[config.mk]
export PLATFORM = sky130hd
export DESIGN_NAME = spi_smp_master
export DESIGN_NICKNAME = d
export VERILOG_FILES = /design/src/rtl/spi_smp_pkg.sv /design/src/rtl/spi_smp_cfg.sv /design/src/rtl/spi_smp_tick.sv /design/src/rtl/spi_smp_shift.sv /design/src/rtl/spi_smp_master.sv
export SDC_FILE = /design/constraint.sdc
export NUM_CORES = 1
export LEC_CHECK = 0
export BUFFER_PORTS_ARGS = -buffer_cell sky130_fd_sc_hd__clkbuf_2
export CORE_MARGIN = 1
export CORE_UTILIZATION = 63
export DETAILED_ROUTE_END_ITERATION = 12
export PLACE_DENSITY = 0.93
export SLEW_MARGIN = 10
export SYNTH_ARGS = -nofsm -noshare
export SYNTH_HDL_FRONTEND = slang
export SYNTH_SLANG_ARGS = --single-unit
[constraint.sdc]
create_clock -name clk -period 8.4 [get_ports clk]
set_input_delay 1.68 -clock clk [delete_from_list [all_inputs] [get_ports clk]]
set_output_delay 1.68 -clock clk [all_outputs]
set_load 0.02 [all_outputs]
[src/rtl/spi_smp_pkg.sv]
package spi_smp_pkg;

  typedef enum logic [2:0] {
    ST_IDLE,
    ST_LEAD,
    ST_HIGH,
    ST_LOW,
    ST_TAIL
  } spi_state_e;

  // Standard-edge capture is honoured only when the prescaler divides by 2+.
  function automatic logic use_std_edge(input logic samp_std, input logic pre_is_one);
    return samp_std & ~pre_is_one;
  endfunction

endpackage

[src/rtl/spi_smp_cfg.sv]
module spi_smp_cfg #(
  parameter int PRE_W      = 13,
  parameter int CNT_W      = 6,
  parameter int RST_PRE_M1 = 1,
  parameter int RST_HI_M1  = 0,
  parameter int RST_LO_M1  = 0
) (
  input  logic             clk,
  input  logic             rst_n,
  input  logic             busy,
  input  logic             we,
  input  logic [PRE_W-1:0] pre_in,
  input  logic [CNT_W-1:0] hi_in,
  input  logic [CNT_W-1:0] lo_in,
  input  logic             samp_in,
  output logic [PRE_W-1:0] pre_m1,
  output logic [CNT_W-1:0] hi_m1,
  output logic [CNT_W-1:0] lo_m1,
  output logic             samp_std,
  output logic             accept
);

  assign accept = we & ~busy;

  always_ff @(posedge clk or negedge rst_n) begin
    if (!rst_n) begin
      pre_m1   <= PRE_W'(RST_PRE_M1);
      hi_m1    <= CNT_W'(RST_HI_M1);
      lo_m1    <= CNT_W'(RST_LO_M1);
      samp_std <= 1'b0;
    end else if (accept) begin
      pre_m1   <= pre_in;
      hi_m1    <= hi_in;
      lo_m1    <= lo_in;
      samp_std <= samp_in;
    end
  end

  // settings frozen while a frame runs
  assert_cfg_frozen_R9: assert property (@(posedge clk) disable iff (!rst_n)
    busy |=> ($stable(pre_m1) && $stable(hi_m1) && $stable(lo_m1) && $stable(samp_std)));

endmodule

[src/rtl/spi_smp_tick.sv]
module spi_smp_tick #(
  parameter int PRE_W = 13
) (
  input  logic             clk,
  input  logic             rst_n,
  input  logic             run,
  input  logic [PRE_W-1:0] pre_m1,
  output logic             tick
);

  logic [PRE_W-1:0] pre_cnt;

  assign tick = run && (pre_cnt == pre_m1);

  always_ff @(posedge clk or negedge rst_n) begin
    if (!rst_n)             pre_cnt <= '0;
    else if (!run || tick)  pre_cnt <= '0;
    else                    pre_cnt <= pre_cnt + PRE_W'(1);
  end

  // with a divide of 2 or more, ticks never fall on adjacent cycles
  assert_tick_spacing_R2: assert property (@(posedge clk) disable iff (!rst_n)
    (tick && pre_m1 != '0) |=> !tick);

endmodule

[src/rtl/spi_smp_shift.sv]
module spi_smp_shift #(
  parameter int DATA_W = 8
) (
  input  logic              clk,
  input  logic              rst_n,
  input  logic              load,
  input  logic [DATA_W-1:0] load_data,
  input  logic              rise_ev,
  input  logic              fall_ev,
  input  logic              use_std,
  input  logic              miso,
  output logic              mosi,
  output logic [DATA_W-1:0] rx_word,
  output logic              cap
);

  logic [DATA_W-1:0] tx_sh;

  assign mosi = tx_sh[DATA_W-1];
  assign cap  = use_std ? rise_ev : fall_ev;

  always_ff @(posedge clk or negedge rst_n) begin
    if (!rst_n)       tx_sh <= '0;
    else if (load)    tx_sh <= load_data;
    else if (fall_ev) tx_sh <= {tx_sh[DATA_W-2:0], 1'b0};
  end

  always_ff @(posedge clk or negedge rst_n) begin
    if (!rst_n)    rx_word <= '0;
    else if (load) rx_word <= '0;
    else if (cap)  rx_word <= {rx_word[DATA_W-2:0], miso};
  end

  // a load never coincides with a serial clock edge
  assert_load_quiet_R4: assert property (@(posedge clk) disable iff (!rst_n)
    load |-> (!rise_ev && !fall_ev));

  // edge events are exclusive, so one capture per bit
  assert_edges_excl_R6: assert property (@(posedge clk) disable iff (!rst_n)
    $onehot0({rise_ev, fall_ev}));

endmodule

[src/rtl/spi_smp_master.sv]
module spi_smp_master #(
  parameter int DATA_W     = 8,
  parameter int PRE_W      = 13,
  parameter int CNT_W      = 6,
  parameter int RST_PRE_M1 = 1,
  parameter int RST_HI_M1  = 0,
  parameter int RST_LO_M1  = 0
) (
  input  logic              clk,
  input  logic              rst_n,
  input  logic              cfg_we,
  input  logic [PRE_W-1:0]  cfg_pre_m1,
  input  logic [CNT_W-1:0]  cfg_hi_m1,
  input  logic [CNT_W-1:0]  cfg_lo_m1,
  input  logic              cfg_samp_std,
  input  logic              start,
  input  logic [DATA_W-1:0] tx_data,
  output logic              busy,
  output logic              done,
  output logic [DATA_W-1:0] rx_data,
  output logic              cs_n,
  output logic              sclk,
  output logic              mosi,
  input  logic              miso
);
  import spi_smp_pkg::*;

  localparam int PH_W  = CNT_W + 1;
  localparam int BIT_W = (DATA_W > 1) ? $clog2(DATA_W) : 1;

  spi_state_e       state;
  logic [PH_W-1:0]  ph_cnt, ph_lim;
  logic [BIT_W-1:0] bit_cnt;
  logic [PRE_W-1:0] pre_m1;
  logic [CNT_W-1:0] hi_m1, lo_m1;
  logic             samp_std, cfg_acc, tick, use_std, cap;
  logic [DATA_W-1:0] rx_word;

  // named internal events
  logic start_acc, ph_end, rise_ev, fall_ev, last_bit, frame_end;

  assign busy = (state != ST_IDLE);

  spi_smp_cfg #(
    .PRE_W(PRE_W), .CNT_W(CNT_W), .RST_PRE_M1(RST_PRE_M1),
    .RST_HI_M1(RST_HI_M1), .RST_LO_M1(RST_LO_M1)
  ) u_cfg (
    .clk(clk), .rst_n(rst_n), .busy(busy), .we(cfg_we),
    .pre_in(cfg_pre_m1), .hi_in(cfg_hi_m1), .lo_in(cfg_lo_m1), .samp_in(cfg_samp_std),
    .pre_m1(pre_m1), .hi_m1(hi_m1), .lo_m1(lo_m1), .samp_std(samp_std), .accept(cfg_acc)
  );

  spi_smp_tick #(.PRE_W(PRE_W)) u_tick (
    .clk(clk), .rst_n(rst_n), .run(busy), .pre_m1(pre_m1), .tick(tick)
  );

  assign use_std = use_std_edge(samp_std, pre_m1 == '0);

  always_comb begin
    case (state)
      ST_LEAD: ph_lim = PH_W'(hi_m1) + PH_W'(lo_m1) + PH_W'(1);
      ST_HIGH: ph_lim = PH_W'(hi_m1);
      default: ph_lim = PH_W'(lo_m1);
    endcase
  end

  assign start_acc = start && (state == ST_IDLE);
  assign ph_end    = tick && (ph_cnt == ph_lim);
  assign rise_ev   = ph_end && (state == ST_LEAD || state == ST_LOW);
  assign fall_ev   = ph_end && (state == ST_HIGH);
  assign last_bit  = (bit_cnt == BIT_W'(DATA_W - 1));
  assign frame_end = ph_end && (state == ST_TAIL);

  spi_smp_shift #(.DATA_W(DATA_W)) u_shift (
    .clk(clk), .rst_n(rst_n), .load(start_acc), .load_data(tx_data),
    .rise_ev(rise_ev), .fall_ev(fall_ev), .use_std(use_std), .miso(miso),
    .mosi(mosi), .rx_word(rx_word), .cap(cap)
  );

  always_ff @(posedge clk or negedge rst_n) begin
    if (!rst_n) begin
      state   <= ST_IDLE;
      ph_cnt  <= '0;
      bit_cnt <= '0;
      cs_n    <= 1'b1;
      sclk    <= 1'b0;
      done    <= 1'b0;
      rx_data <= '0;
    end else begin
      done <= 1'b0;
      if (start_acc) begin
        state   <= ST_LEAD;
        cs_n    <= 1'b0;
        ph_cnt  <= '0;
        bit_cnt <= '0;
      end else if (tick) begin
        ph_cnt <= ph_end ? '0 : ph_cnt + PH_W'(1);
        if (ph_end) begin
          case (state)
            ST_LEAD, ST_LOW: begin
              state <= ST_HIGH;
              sclk  <= 1'b1;
            end
            ST_HIGH: begin
              sclk    <= 1'b0;
              bit_cnt <= bit_cnt + BIT_W'(1);
              state   <= last_bit ? ST_TAIL : ST_LOW;
            end
            ST_TAIL: begin
              state   <= ST_IDLE;
              cs_n    <= 1'b1;
              done    <= 1'b1;
              rx_data <= rx_word;
            end
            default: state <= ST_IDLE;
          endcase
        end
      end
    end
  end

  // clock only toggles inside a frame
  assert_sclk_in_frame_R3: assert property (@(posedge clk) disable iff (!rst_n)
    sclk |-> !cs_n);

  // done lasts a single cycle
  assert_done_pulse_R10: assert property (@(posedge clk) disable iff (!rst_n)
    done |=> !done);

  // done appears with chip select released and engine idle
  assert_done_idle_R10: assert property (@(posedge clk) disable iff (!rst_n)
    done |-> (cs_n && !busy));

  // a start during a frame does not disturb it
  assert_start_ignored_R11: assert property (@(posedge clk) disable iff (!rst_n)
    (busy && start && !frame_end) |=> busy);

  // configuration is never accepted while a frame runs
  assert_cfg_idle_only_R9: assert property (@(posedge clk) disable iff (!rst_n)
    cfg_acc |-> !busy);

endmodule

==> reports/metrics.cfg, run 1 <==
[yosys]
ys.flop_type = dfrtp_1
synth_seq_cells = 79
syn-cell-area_sq_mm = 0.00432
synth-async-reset-ratio = 1.00
synth_nets = 457
synth_seq_area_share = 0.458
synthCells = 407
ys_warn_count = 0
synthDistinctLibCells = 66
synth_area_per_cell_sq_um = 10.6
synth-edff-count = 0

[timing]
setup_viol_count_final = 0
hold_viol_final = 0
fin_tns_setup_ps = 0
skew_ps = 10.1
fin_crit_ps = 4070
worst_pin_slew_ps = 1250
slew_headroom = 0.162
rsz0062_at_grt = no
slew_violations = 0
max_freq_mhz = 246
min_period_over_period = 0.484

[clock_network]
clock-sinks = 79
post_cts_resized = 0
cts_tree = built
cts_root_buf = clkbuf_8
post-cts-setup-buffers = 0
htree_levels = 3
hold_buffers = 0
numCtsBuffers = 9
clk_pin_slew_ps = 90
worstSkewPairLatency_ps = 360
cts_buffer_depth = 2

[routing]
dr.pass1.iters = 5
route.vias.total = 3343
drcViolationCount = 0
drt_iter0_drc = 291
vias_per_cell = 6.25
drtAntennaViolNets = 0
drt-total-wl_mm = 10.0
wire_per_inst_microns = 18.7

[worst_setup_path]
critPathKind = flip-flop to flip-flop
worstPathArrival_ps = 4320
r2r-end = u_shift.rx_word[0]
timing.rr.start = u_cfg.lo_m1[0]
end_kind = flip-flop
critical-path-max-stage-delay_ps = 1130
rr_worst_depth = 12
cp.depth = 12
startpoint_type = flip-flop
crit_path_cell_trace = inv_1 > ha_1 > inv_1 > fa_1 > a211oi_1 > nor3b_1 > o31ai_1 > xnor2_1 > o21ai_0 > nor4_2 > nor2_1 > a31o_1
cp_top_family = simple AND/OR/NAND/NOR gates
r2r_setup_slack_ps = 4330
slowest_stage = nor4_2
cpMostUsedCell = inv_1
path_buf_inv = 2
path_max_fanout = 9
required_ps = 8650

[placed_design]
place_hpwl_mm = 6.77
post_dp_cell_area_sq_mm = 0.00456
place_congestion = 0.898
portBuffers = 51

[pwr]
ir_worst_vdd_uv = 249
p_per_area_mw_per_mm2 = 272
switchingPower_mw = 0.463
p_comb_frac = 0.340
power_leakage_nw = 2.30
seq_power_share = 0.415
sw_frac_of_total = 0.355
p_int_mw = 0.840
p_total_mw = 1.30
p_clk_frac = 0.246

[layout]
n_antenna_cell = 0
layout.nets = 503
area_delta_synth_final_pct = 10.6
drive_gt1_frac = 0.260
n_fill_cell = 408
seqCellArea_sq_mm = 0.00198
multi_input_area_sq_mm = 0.00218
final_area_sq_mm = 0.00478

[run_status]
status = completed

[floorplanning]
start_util = 0.666
rows = 29
die_area_sq_mm = 0.00720
core_sq_mm = 0.00649
dieHeight_microns = 84.8
die_w_microns = 84.8
io_pins = 52

[hold_path]
whs_path_depth = 1
hold_end = rx_data[2]
hold_start = rx_data[2]
worstHoldPathType = flip-flop to flip-flop

[run]
max-cap-violations = 0

[global_route]
overflow = 0
antenna_found_initial = 0
grt_pass1_wl_mm = 16.5
track_usage = 0.300
grt_max_degree = 80
grt_pass1_vias = 3413

==> metal layers <==
metal  GRT usage  wire (microns)
met3      0.0593             586
met2       0.514            5140
met4       0.129             269
met5           0               0
met1       0.374            4010
==> kinds of logic after synthesis <==
kind of cell               count (synthesis)  share of synthesized area
muxes                                     51                      0.127
adders and majority gates                 11                     0.0336
AOI/OAI and AO/OA                         54                     0.0909
DFF                                       79                      0.458
and+or+nand+nor                          151                      0.184
buffers and inverters                     28                     0.0394
xor gates and xnor gates                  33                     0.0669
==> through the flow <==
step	hold slack (ps)	worst slack (ps)	utilization	std cells
global route	523	4130	0.736	535
floorplan	458	5390	-	407
detailed placement	485	4490	0.702	519
global placement	474	4730	0.702	519
finish	506	4330	0.736	535
CTS	506	4370	0.736	535
==> state kept, by name, summed over array words and instances, names as in the netlist <==
name	flops
done	1
u_cfg.lo_m1	6
rx_data	8
u_cfg.hi_m1	6
u_shift.rx_word	8
u_tick.pre_cnt	13
u_cfg.pre_m1	13
cs_n	1
u_shift.tx_sh	8
sclk	1
state	3
bit_cnt	3
u_cfg.samp_std	1
ph_cnt	7
==> how the worst max path moves through the flow <==
stage | slack, ps | endpoint | from
2_1_floorplan | 5390 | ph_cnt[0] | u_cfg.lo_m1[0]
3_3_place_gp | 4730 | u_shift.rx_word[0] | u_cfg.lo_m1[0]
3_5_place_dp | 4490 | u_shift.rx_word[0] | u_cfg.lo_m1[0]
4_1_cts | 4370 | u_shift.rx_word[0] | u_cfg.lo_m1[0]
5_1_grt | 4130 | u_shift.rx_word[0] | u_cfg.lo_m1[0]
6_report | 4330 | u_shift.rx_word[0] | u_cfg.lo_m1[0]
==> final cells by class <==
cell class / count / area share
clock buffers: 9 / 0.0259
clock inverters: 7 / 0.0199
inverters: 11 / 0.00864
multi-input cells: 300 / 0.456
flip-flops and latches: 79 / 0.414
well taps: 77 / 0.0202
repair buffers: 52 / 0.0555
==> power by group through the flow <==
stage | Sequential, mW | Combinational [mW] | Clock [mW]
final | 0.540 | 0.443 | 0.320
after global routing | 0.548 | 0.488 | 0.337
after CTS | 0.537 | 0.439 | 0.320
after detailed placement | 0.544 | 0.430 | 0
after global placement | 0.538 | 0.407 | 0
after floorplan | 0.518 | 0.345 | 0
==> layout by cell type, fill, tap and decap left out, types with 4 or more instances in the layout <==
| cell | synthesis | final |
|---|---|---|
| dfrtp_1 | 77 | 77 |
| clkbuf_2 | 0 | 50 |
| nand2_1 | 43 | 43 |
| nor2_1 | 39 | 39 |
| mux2_2 | 29 | 29 |
| xor2_1 | 26 | 26 |
| mux2i_1 | 19 | 19 |
| nand3_1 | 16 | 16 |
| inv_1 | 11 | 11 |
| o21ai_0 | 11 | 11 |
| ha_1 | 10 | 10 |
| clkbuf_8 | 3 | 9 |
| a21o_1 | 8 | 8 |
| xnor2_1 | 7 | 7 |
| nand4_1 | 6 | 6 |
| nor4_1 | 6 | 5 |
| a22o_1 | 5 | 5 |
| nor3_1 | 4 | 4 |
| nand2b_1 | 4 | 4 |
| a21oi_1 | 4 | 4 |
==> synthesized netlist by cell type, types with 5 or more instances <==
cell,count,area share
xnor2_1,7,0.014
xor2_1,26,0.053
inv_1,11,0.0096
nand4_1,6,0.0087
dfrtp_1,77,0.45
nand3_1,16,0.019
mux2i_1,19,0.044
o21ai_0,11,0.013
nor4_1,6,0.0087
a22o_1,5,0.010
mux2_2,29,0.076
nand2_1,43,0.037
ha_1,10,0.029
nor2_1,39,0.034
a21o_1,8,0.014
clkbuf_1,8,0.0069
No activity file was read; power rests on OpenSTA's default activity.
==> run 2, diff against run 1 <==
CORE_UTILIZATION = 53   (was 63)
PLACE_DENSITY = 0.85   (was 0.93)
clock period = 3.4 ns   (was 8.4 ns; I/O delays follow)
==> run 2 against run 1 <==
Effect of this change: critical path depth is the same; worst hold slack got worse by 50 ps; cell area grew 2.3%; combinational power grew to 2.5 times the previous value; first-iteration DRC count shrank 24%; routed wire length down 6.8%; register-to-register slack got worse by 4200 ps; sequential share of layout area is 0.93 points lower; critical endpoint is now rx_data[5].
==> reports/metrics.cfg, run 2 (synthesized netlist as in run 1, its figures left out) <==
[global_route]
grt_pass1_vias = 3416
grt_max_degree = 80
gr-usage-met1 = 0.298
overflow = 0
antenna_found_initial = 0
top_usage_layer = met2
grt_pass1_wl_mm = 15.7
grt_use_met3 = 0.0525
track_usage = 0.237
met2_usage = 0.390

[timing]
rsz0062_at_grt = no
fin_ws_ps = 147
fin_tns_setup_ps = 0
fin_crit_ps = 3250
min_period_over_period = 0.957
slew_violations = 0
worst_pin_slew_ps = 951
max_freq_mhz = 307
hold_viol_final = 0
setup_viol_count_final = 0
skew_ps = 13.9
slew_headroom = 0.366

[worst_setup_path]
crit_path_cell_trace = inv_1 > ha_1 > inv_1 > fa_1 > xor2_1 > a221oi_1 > o21ai_0 > xnor2_1 > nand4_2 > nor3_2 > nand3_2 > mux2_1
critical-path-max-stage-delay_ps = 430
r2r-end = rx_data[5]
path_buf_inv = 2
worstPathArrival_ps = 3500
r2r_setup_slack_ps = 150
timing.rr.start = u_cfg.lo_m1[0]
required_ps = 3650
startpoint_type = flip-flop
rr_worst_depth = 12
slowest_stage = fa_1
critPathKind = flip-flop to flip-flop
cp_top_family = simple AND/OR/NAND/NOR gates
end_kind = flip-flop
path_max_fanout = 8
cpMostUsedCell = inv_1

[placed_design]
portBuffers = 51
place_hpwl_mm = 6.73
place_congestion = 0.896
dp_slack_ps = 32.3

[layout]
top_regs = u_cfg.pre_m1: 13 flops, u_tick.pre_cnt: 13 flops
mostFrequentLayoutCell = dfrtp_1
n_fill_cell = 617
final_cell_mix = dfrtp_1 (77), clkbuf_2 (50), nand2_1 (43)
layout.nets = 512
multi_input_area_sq_mm = 0.00219
seqCellArea_sq_mm = 0.00198
n_antenna_cell = 0
drive_gt1_frac = 0.276
area_delta_synth_final_pct = 13.1

[routing]
drcViolationCount = 0
drt-total-wl_mm = 9.32
dr.pass1.iters = 5
route.vias.total = 3302
vias_per_cell = 5.80
drtAntennaViolNets = 0
wire_per_inst_microns = 16.4
drt_iter0_drc = 221

[clock_network]
cts_tree = built
post-cts-setup-buffers = 0
worstSkewPairLatency_ps = 360
clock-sinks = 79
htree_levels = 3
clk_pin_slew_ps = 90
cts_root_buf = clkbuf_8
cts_buffer_depth = 2
numCtsBuffers = 9

[floorplanning]
rows = 32
start_util = 0.554
core_sq_mm = 0.00781
dieHeight_microns = 92.3
io_pins = 52
die_area_sq_mm = 0.00852
die_w_microns = 92.3

[hold_path]
worstHoldPathType = input port to asynchronous set/reset pin

[pwr]
ir_worst_vdd_uv = 384
power_leakage_nw = 2.34
p_total_mw = 3.18
p_per_area_mw_per_mm2 = 651

[run]
max-cap-violations = 0

[run_status]
status = completed

run 2: how the worst max path moves through the flow:
stage                               from                  to  slack (ps)  cells past startpoint
after floorplan           u_cfg.lo_m1[0]           ph_cnt[0]         390                     12
after global placement    u_cfg.lo_m1[0]          bit_cnt[1]         150                     14
after detailed placement  u_cfg.lo_m1[0]          bit_cnt[1]          30                     14
after CTS                 u_cfg.lo_m1[0]          bit_cnt[1]           4                     14
after global routing      u_cfg.lo_m1[0]  u_shift.rx_word[0]          10                     14
final                     u_cfg.lo_m1[0]          rx_data[5]         150                     12
run 2: cell type report:
type / count / area share
Multi-Input combinational cell: 300 / 0.448
Sequential cell: 79 / 0.405
Timing Repair Buffer: 61 / 0.0688
Clock buffer: 10 / 0.0281
Tap cell: 102 / 0.0261
Clock inverter: 6 / 0.0153
Inverter: 11 / 0.00844
run 2: where the power goes:
part	total, mW	internal [mW]	switching (mW)
registers	1.33	1.13	0.200
clock network	0.734	0.369	0.365
logic	1.12	0.557	0.564
run 2: worst reg2reg max path, stage by stage, from the launching register on:
cell and delay (ps):
dfrtp_1 410, inv_1 120, ha_1 190, inv_1 60, fa_1 430, xor2_1 170, a221oi_1 260, o21ai_0 190
xnor2_1 260, nand4_2 220, nor3_2 220, nand3_2 240, mux2_1 390
run 2: layer usage:
| metal | wire, microns | share of wire |
|---|---|---|
| met1 | 3910 | 0.42 |
| met3 | 519 | 0.056 |
| met4 | 251 | 0.027 |
| met5 | 0 | 0 |
| met2 | 4640 | 0.50 |
run 2: timing repair:
action                     in CTS  in global routing
setup endpoints to repair       3                 31
gates cloned                    1                  0
gates resized for setup         2                  4
hold buffers                    0                  0
pin swaps                       0                  2
run 2: metrics by stage:
stage / area [sq um] / utilization / instances / hold WS [ps]
2_1_floorplan: 4320 / - / 407 / 384
3_3_place_gp: 4650 / 0.596 / 552 / 466
3_5_place_dp: 4650 / 0.596 / 552 / 483
4_1_cts: 4880 / 0.625 / 569 / 495
5_1_grt: 4890 / 0.626 / 569 / 498
6_report: 4890 / 0.626 / 569 / 455
